===== src/rtl/bpa_pkg.sv =====
package bpa_pkg;

    typedef enum logic [1:0] {
        ST_IDLE = 2'd0,
        ST_CPU  = 2'd1,
        ST_DMA  = 2'd2
    } arb_state_t;

    typedef struct packed {
        logic to_cpu;
        logic to_dma;
        logic alt_contest;
    } pick_t;

endpackage


===== src/rtl/bpa_winner.sv =====
module bpa_winner
    import bpa_pkg::*;
#(
    parameter int PRIO_W = 2
) (
    input  logic              cpu_req,
    input  logic              dma_req,
    input  logic [PRIO_W-1:0] dma_prio,
    input  logic              owed,
    output pick_t             pick
);

    localparam logic [PRIO_W-1:0] LVL_LOW = PRIO_W'(0);
    localparam logic [PRIO_W-1:0] LVL_ALT = PRIO_W'(1);

    logic contest;
    assign contest = cpu_req && dma_req;

    always_comb begin
        pick = '0;
        pick.alt_contest = contest && (dma_prio == LVL_ALT);
        if (contest) begin
            if (dma_prio == LVL_LOW) begin
                pick.to_cpu = 1'b1;
            end else if (dma_prio == LVL_ALT) begin
                pick.to_dma = owed;
                pick.to_cpu = !owed;
            end else begin
                pick.to_dma = 1'b1;
            end
        end else begin
            pick.to_cpu = cpu_req;
            pick.to_dma = dma_req;
        end
    end

endmodule


===== src/rtl/bpa_fair.sv =====
module bpa_fair (
    input  logic clk,
    input  logic rst_n,
    input  logic alt_contest,
    input  logic dma_win,
    output logic owed_q
);

    always_ff @(posedge clk or negedge rst_n) begin
        if (!rst_n) begin
            owed_q <= 1'b0;
        end else if (dma_win) begin
            owed_q <= 1'b0;
        end else if (alt_contest) begin
            owed_q <= 1'b1;
        end
    end

    AST_OWED_DROPS: assert property (@(posedge clk) disable iff (!rst_n)
        $past(dma_win) |-> !owed_q);

endmodule


===== src/rtl/bus_prio_arb.sv =====
module bus_prio_arb
    import bpa_pkg::*;
#(
    parameter int PRIO_W = 2
) (
    input  logic              clk,
    input  logic              rst_n,
    input  logic              cpu_req,
    input  logic              dma_req,
    input  logic [PRIO_W-1:0] dma_prio,
    output logic              cpu_gnt,
    output logic              dma_gnt
);

    localparam logic [PRIO_W-1:0] LVL_LOW = PRIO_W'(0);
    localparam logic [PRIO_W-1:0] LVL_ALT = PRIO_W'(1);

    arb_state_t state_q, state_d;
    pick_t      pick;
    logic       owed_q;

    bpa_winner #(.PRIO_W(PRIO_W)) i_winner (
        .cpu_req  (cpu_req),
        .dma_req  (dma_req),
        .dma_prio (dma_prio),
        .owed     (owed_q),
        .pick     (pick)
    );

    bpa_fair i_fair (
        .clk         (clk),
        .rst_n       (rst_n),
        .alt_contest (pick.alt_contest),
        .dma_win     (pick.to_dma),
        .owed_q      (owed_q)
    );

    always_comb begin
        unique case ({pick.to_dma, pick.to_cpu})
            2'b01:   state_d = ST_CPU;
            2'b10:   state_d = ST_DMA;
            default: state_d = ST_IDLE;
        endcase
    end

    always_ff @(posedge clk or negedge rst_n) begin
        if (!rst_n) state_q <= ST_IDLE;
        else        state_q <= state_d;
    end

    always_comb begin
        cpu_gnt = 1'b0;
        dma_gnt = 1'b0;
        unique case (state_q)
            ST_CPU:  cpu_gnt = 1'b1;
            ST_DMA:  dma_gnt = 1'b1;
            default: ;
        endcase
    end

    // checker-only history of code-1 contests, aligned with the grants
    logic alt_seen_q;
    always_ff @(posedge clk or negedge rst_n) begin
        if (!rst_n) alt_seen_q <= 1'b0;
        else        alt_seen_q <= cpu_req && dma_req && (dma_prio == LVL_ALT);
    end

    AST_GNT_EXCL: assert property (@(posedge clk) disable iff (!rst_n)
        !(cpu_gnt && dma_gnt));
    AST_NO_REQ_NO_GNT: assert property (@(posedge clk) disable iff (!rst_n)
        ($past(!cpu_req && !dma_req) && $past(rst_n)) |-> (!cpu_gnt && !dma_gnt));
    AST_SOLO_GNT: assert property (@(posedge clk) disable iff (!rst_n)
        ($past(cpu_req != dma_req) && $past(rst_n)) |-> (cpu_gnt == $past(cpu_req) && dma_gnt == $past(dma_req)));
    AST_LOW_CPU: assert property (@(posedge clk) disable iff (!rst_n)
        ($past(cpu_req && dma_req && dma_prio == LVL_LOW) && $past(rst_n)) |-> cpu_gnt);
    AST_HIGH_DMA: assert property (@(posedge clk) disable iff (!rst_n)
        ($past(cpu_req && dma_req && dma_prio[PRIO_W-1]) && $past(rst_n)) |-> dma_gnt);
    AST_ALT_NO_DOUBLE_LOSS: assert property (@(posedge clk) disable iff (!rst_n)
        (alt_seen_q && cpu_gnt) |=> !(alt_seen_q && cpu_gnt));

endmodule


===== config.mk =====
export PLATFORM = sky130hd
export DESIGN_NAME = bus_prio_arb
export DESIGN_NICKNAME = d
export VERILOG_FILES = /design/src/rtl/bpa_pkg.sv /design/src/rtl/bpa_winner.sv /design/src/rtl/bpa_fair.sv /design/src/rtl/bus_prio_arb.sv
export SDC_FILE = /design/constraint.sdc
export NUM_CORES = 1
export LEC_CHECK = 0
export BUFFER_PORTS_ARGS = -buffer_cell sky130_fd_sc_hd__clkbuf_2
export CELL_PAD_IN_SITES_DETAIL_PLACEMENT = 1
export CELL_PAD_IN_SITES_GLOBAL_PLACEMENT = 1
export CORE_AREA = 3 3 40 42
export CTS_BUF_LIST = sky130_fd_sc_hd__clkbuf_4 sky130_fd_sc_hd__clkbuf_8
export CTS_CLUSTER_DIAMETER = 80
export CTS_CLUSTER_SIZE = 24
export DETAILED_ROUTE_END_ITERATION = 7
export DIE_AREA = 0 0 43 45
export PLACE_DENSITY_LB_ADDON = 0.1
export SETUP_SLACK_MARGIN = 0.5
export SLEW_MARGIN = 5
export SYNTH_ARGS = -nofsm -noshare
export SYNTH_HDL_FRONTEND = slang
export SYNTH_SLANG_ARGS = --single-unit

===== constraint.sdc =====
create_clock -name clk -period 1.2 [get_ports clk]
set_clock_uncertainty 0.2 [all_clocks]
set_input_delay 0.12 -clock clk [delete_from_list [all_inputs] [get_ports clk]]
set_output_delay 0.12 -clock clk [all_outputs]
set_load 0.01 [all_outputs]

==> metrics.txt <==
# TYPE chip_impl_metric gauge
chip_impl_metric{name="routabilityCongestion",unit=""} 0.632
chip_impl_metric{name="hpwlAfterDp",unit="µm"} 321
chip_impl_metric{name="setup_ws",unit="ns"} -0.00568
chip_impl_metric{name="min_tclk_post_route",unit="ns"} 1.21
chip_impl_metric{name="worst_skew_pair.late_latency",unit="ns"} 0.24
chip_impl_metric{name="cts_made_buffers",unit=""} 3
chip_impl_info{name="synth_area_leader_cell",value="sky130_fd_sc_hd__dfrtp_1"} 1
chip_impl_metric{name="grt_util_all_layers",unit=""} 0.0509
chip_impl_metric{name="worst-path-buf-inv",unit=""} 1
chip_impl_info{name="rsz0062_at_grt",value="yes"} 1
chip_impl_info{name="post_synth_main_area_contributors",value="sky130_fd_sc_hd__dfrtp_1 (52%), sky130_fd_sc_hd__nor2b_1 (13%), sky130_fd_sc_hd__o2bb2ai_1 (6.1%), sky130_fd_sc_hd__a21boi_0 (5.2%), sky130_fd_sc_hd__a21boi_1 (5.2%)"} 1
chip_impl_metric{name="max-slew-margin-rel",unit=""} 0.865
chip_impl_info{name="critPathLaunchType",value="flop"} 1
chip_impl_metric{name="fin_crit_sh",unit=""} 1.00
chip_impl_metric{name="worst_ir_drop_vdd",unit="µV"} 221
chip_impl_metric{name="detail-route-antenna-nets",unit=""} 0
chip_impl_metric{name="power.leakage",unit="nW"} 0.127
chip_impl_metric{name="final_util",unit=""} 0.214
chip_impl_metric{name="dr_total_vias",unit=""} 146
chip_impl_metric{name="max_freq",unit="MHz"} 829
chip_impl_metric{name="timing.reg2reg.worst_path_depth",unit=""} 3
chip_impl_metric{name="cp_slowest_stage_delay",unit="ns"} 0.40
chip_impl_metric{name="insertedDiodeCount",unit=""} 0
chip_impl_metric{name="post_route_cells_drive_above_1_share",unit=""} 0.615
chip_impl_metric{name="core_area",unit="mm²"} 0.00128
chip_impl_metric{name="required",unit="ns"} 0.88
chip_impl_metric{name="die-area",unit="mm²"} 0.00194
chip_impl_metric{name="initial_utilization",unit=""} 0.112
chip_impl_info{name="failed_checks",value="hold timing, setup timing"} 1
chip_impl_metric{name="count_of_nets_after_finishing",unit=""} 33
chip_impl_metric{name="numPlacedInstances",unit=""} 36
chip_impl_metric{name="drt_wl_total",unit="µm"} 409
chip_impl_info{name="cpMaxStageDelayCell",value="sky130_fd_sc_hd__dfrtp_1"} 1
chip_impl_metric{name="design.portCount",unit=""} 8
chip_impl_info{name="crit_path_cell_trace",value="nor2b_4, buf_6"} 1
chip_impl_metric{name="antenna_found_initial",unit=""} 0
chip_impl_metric{name="layout.cells.non_filler",unit=""} 41
chip_impl_metric{name="tightestPinTransition",unit="ns"} 0.202
chip_impl_metric{name="post_synth_instance_area",unit="µm²"} 144
chip_impl_metric{name="report.final.slew_viol_count",unit=""} 0
chip_impl_metric{name="switching_power",unit="mW"} 0.0875
chip_impl_metric{name="synth_top_area_share",unit=""} 0.522
chip_impl_info{name="hold-path-endpoint",value="state_q[0]"} 1
chip_impl_info{name="outcome",value="finished, violations left"} 1
chip_impl_metric{name="cell_internal_pwr",unit="mW"} 0.290
chip_impl_metric{name="worst-r2r-setup-slack",unit="ns"} 0.14
chip_impl_metric{name="routedWlPerCell",unit="µm"} 9.98
chip_impl_metric{name="post_cts_hold_buffer_count",unit=""} 1
chip_impl_metric{name="sw_frac_of_total",unit=""} 0.232
chip_impl_metric{name="post_synth_inst_count",unit=""} 14
chip_impl_metric{name="synthesis.nets",unit=""} 20
chip_impl_metric{name="die_height",unit="µm"} 45
chip_impl_metric{name="post-layout-total-power",unit="mW"} 0.377
chip_impl_metric{name="setup_violations",unit=""} 2
chip_impl_metric{name="min_delay_path_depth",unit=""} 2
chip_impl_metric{name="arrival_time_at_the_worst_endpoint",unit="ns"} 0.89
chip_impl_metric{name="grt_max_degree",unit=""} 5
chip_impl_metric{name="fillers",unit=""} 156
chip_impl_metric{name="critPathMaxFanout",unit=""} 2
chip_impl_metric{name="clkTransAtPathRegs",unit="ns"} 0.04
chip_impl_metric{name="timing_hold_violations_final",unit=""} 3
chip_impl_metric{name="pwr-share-seq",unit=""} 0.309
chip_impl_info{name="hp-start",value="dma_req"} 1
chip_impl_metric{name="powerDensity",unit="mW/mm²"} 1370
chip_impl_metric{name="vias_per_cell",unit=""} 3.56
chip_impl_metric{name="syn_avg_cell_area",unit="µm²"} 10.3
chip_impl_metric{name="p_comb_frac",unit=""} 0.147
chip_impl_metric{name="numPortBuffers",unit=""} 7
chip_impl_metric{name="drtIter0Drc",unit=""} 1
chip_impl_info{name="tritoncts",value="built"} 1
chip_impl_info{name="rr_endpoint",value="i_fair.owed_q"} 1
chip_impl_metric{name="area_delta_synth_final",unit="%"} 91.3
chip_impl_metric{name="cts-htree-levels",unit=""} 1
chip_impl_metric{name="cts_num_sinks",unit=""} 3
chip_impl_metric{name="grt-ovfl-total",unit=""} 0
chip_impl_metric{name="grt_pass1_vias",unit=""} 136
chip_impl_info{name="worst_hold_path_type",value="input port to flop"} 1
chip_impl_info{name="critical_path.top_delay_family",value="flip-flops"} 1
chip_impl_metric{name="detailedRoute.firstPassIterationCount",unit=""} 2
chip_impl_info{name="timing.setup.critical_path_class",value="flop to primary output"} 1
chip_impl_metric{name="reported_max_cap_violation_count",unit=""} 0
chip_impl_metric{name="hold_ws",unit="ns"} -0.0800
chip_impl_metric{name="drc_errors",unit=""} 0
chip_impl_metric{name="max-clock-path-buffers",unit=""} 2
chip_impl_info{name="cts_root_buf",value="sky130_fd_sc_hd__clkbuf_4"} 1
chip_impl_metric{name="ys_types",unit=""} 10
chip_impl_metric{name="die_width",unit="µm"} 43
chip_impl_metric{name="power_frac_clock",unit=""} 0.544
chip_impl_metric{name="grt_pass1_wl",unit="µm"} 558
chip_impl_info{name="worstReg2RegStart",value="i_fair.owed_q"} 1
chip_impl_metric{name="yosysWarnings",unit=""} 0
chip_impl_metric{name="synth_sequential_area_ratio",unit=""} 0.522
chip_impl_metric{name="rows",unit=""} 13
chip_impl_metric{name="synth.ff_latch_count",unit=""} 3
chip_impl_info{name="endpoint_type_of_the_worst_setup_path",value="primary output"} 1
flip-flops by register name, summed over array words and instances, names as in the netlist:
name and cells:
i_fair.owed_q 1, state_q 2
worst max-delay path by stage:
stage	to	slack, ns	cells after the start	startpoint
2_1_floorplan	i_fair.owed_q	0.25	3	i_fair.owed_q
3_3_place_gp	i_fair.owed_q	0.20	3	i_fair.owed_q
3_5_place_dp	i_fair.owed_q	0.14	3	i_fair.owed_q
4_1_cts	cpu_gnt	-0.03	2	state_q[0]
5_1_grt	cpu_gnt	-0.05	2	state_q[0]
6_report	dma_gnt	-0.006	2	state_q[1]
cell families (layout without fill, tap and decap cells):
| group | Yosys count | in the layout | share of synthesized area |
|---|---|---|---|
| AOI/OAI and AO/OA | 4 | 4 | 0.200 |
| buffers and inverters | 1 | 13 | 0.0261 |
| DFF | 3 | 3 | 0.522 |
| and+or+nand+nor | 6 | 6 | 0.252 |
synthesized netlist by cell type, drive strengths merged:
cell     number
a21boi        2
dfrtp         3
inv           1
nand2         1
nand2b        1
nand3b        1
nor2b         3
o21ai         1
o2bb2ai       1
cells in the final DEF (no fill, tap or decap):
| cell | n |
|---|---|
| sky130_fd_sc_hd__a21boi_2 | 2 |
| sky130_fd_sc_hd__buf_6 | 2 |
| sky130_fd_sc_hd__clkbuf_2 | 5 |
| sky130_fd_sc_hd__clkbuf_4 | 4 |
| sky130_fd_sc_hd__dfrtp_1 | 3 |
| sky130_fd_sc_hd__dlygate4sd3_1 | 1 |
| sky130_fd_sc_hd__inv_1 | 1 |
| sky130_fd_sc_hd__nand2_2 | 1 |
| sky130_fd_sc_hd__nand2b_1 | 1 |
| sky130_fd_sc_hd__nand3b_1 | 1 |
| sky130_fd_sc_hd__nor2b_1 | 1 |
| sky130_fd_sc_hd__nor2b_4 | 2 |
| sky130_fd_sc_hd__o21ai_1 | 1 |
| sky130_fd_sc_hd__o2bb2ai_1 | 1 |
layout make-up:
class | count | area, µm² | area share
Clock buffer | 4 | 30.0 | 0.109
Inverter | 1 | 3.75 | 0.0136
Timing Repair Buffer | 8 | 57.6 | 0.209
Tap cell | 15 | 18.8 | 0.0682
Multi-Input combinational cell | 10 | 90.1 | 0.327
Sequential cell | 3 | 75.1 | 0.273
repair_timing:
item                                   in CTS  in global routing
setup endpoints to repair                   5                  5
endpoints found under the hold margin       6                  3
buffers inserted                            0                  0
resized for setup                           0                  7
routing by layer:
layer / GRT usage / vias up / wire, µm
li1: - / 70 / -
met1: 0.0484 / 69 / 168
met2: 0.0509 / 7 / 199
met3: 0.0478 / 0 / 41
met4: 0.0723 / 0 / 0
met5: 0 / - / 0
per-stage QoR:
stage               setup TNS [ns]  hold WS, ns  setup slack, ns  instance area (µm²)
floorplan                        0       -0.376            0.246                  159
global placement                 0       -0.281            0.197                  213
global route               -0.0771      -0.0720          -0.0464                  275
detailed placement               0       -0.281            0.143                  213
CTS                        -0.0558      -0.0807          -0.0288                  253
finish                    -0.00967      -0.0800         -0.00568                  275
power by group through the flow:
| stage | Combinational [mW] | Clock [mW] | Sequential [mW] |
|---|---|---|---|
| after floorplan | 0.0242 | 0 | 0.116 |
| after global routing | 0.0604 | 0.228 | 0.117 |
| final | 0.0554 | 0.205 | 0.117 |
| after global placement | 0.0420 | 0 | 0.117 |
| after CTS | 0.0469 | 0.219 | 0.116 |
| after detailed placement | 0.0443 | 0 | 0.117 |
(Power assumes the default switching activity.)
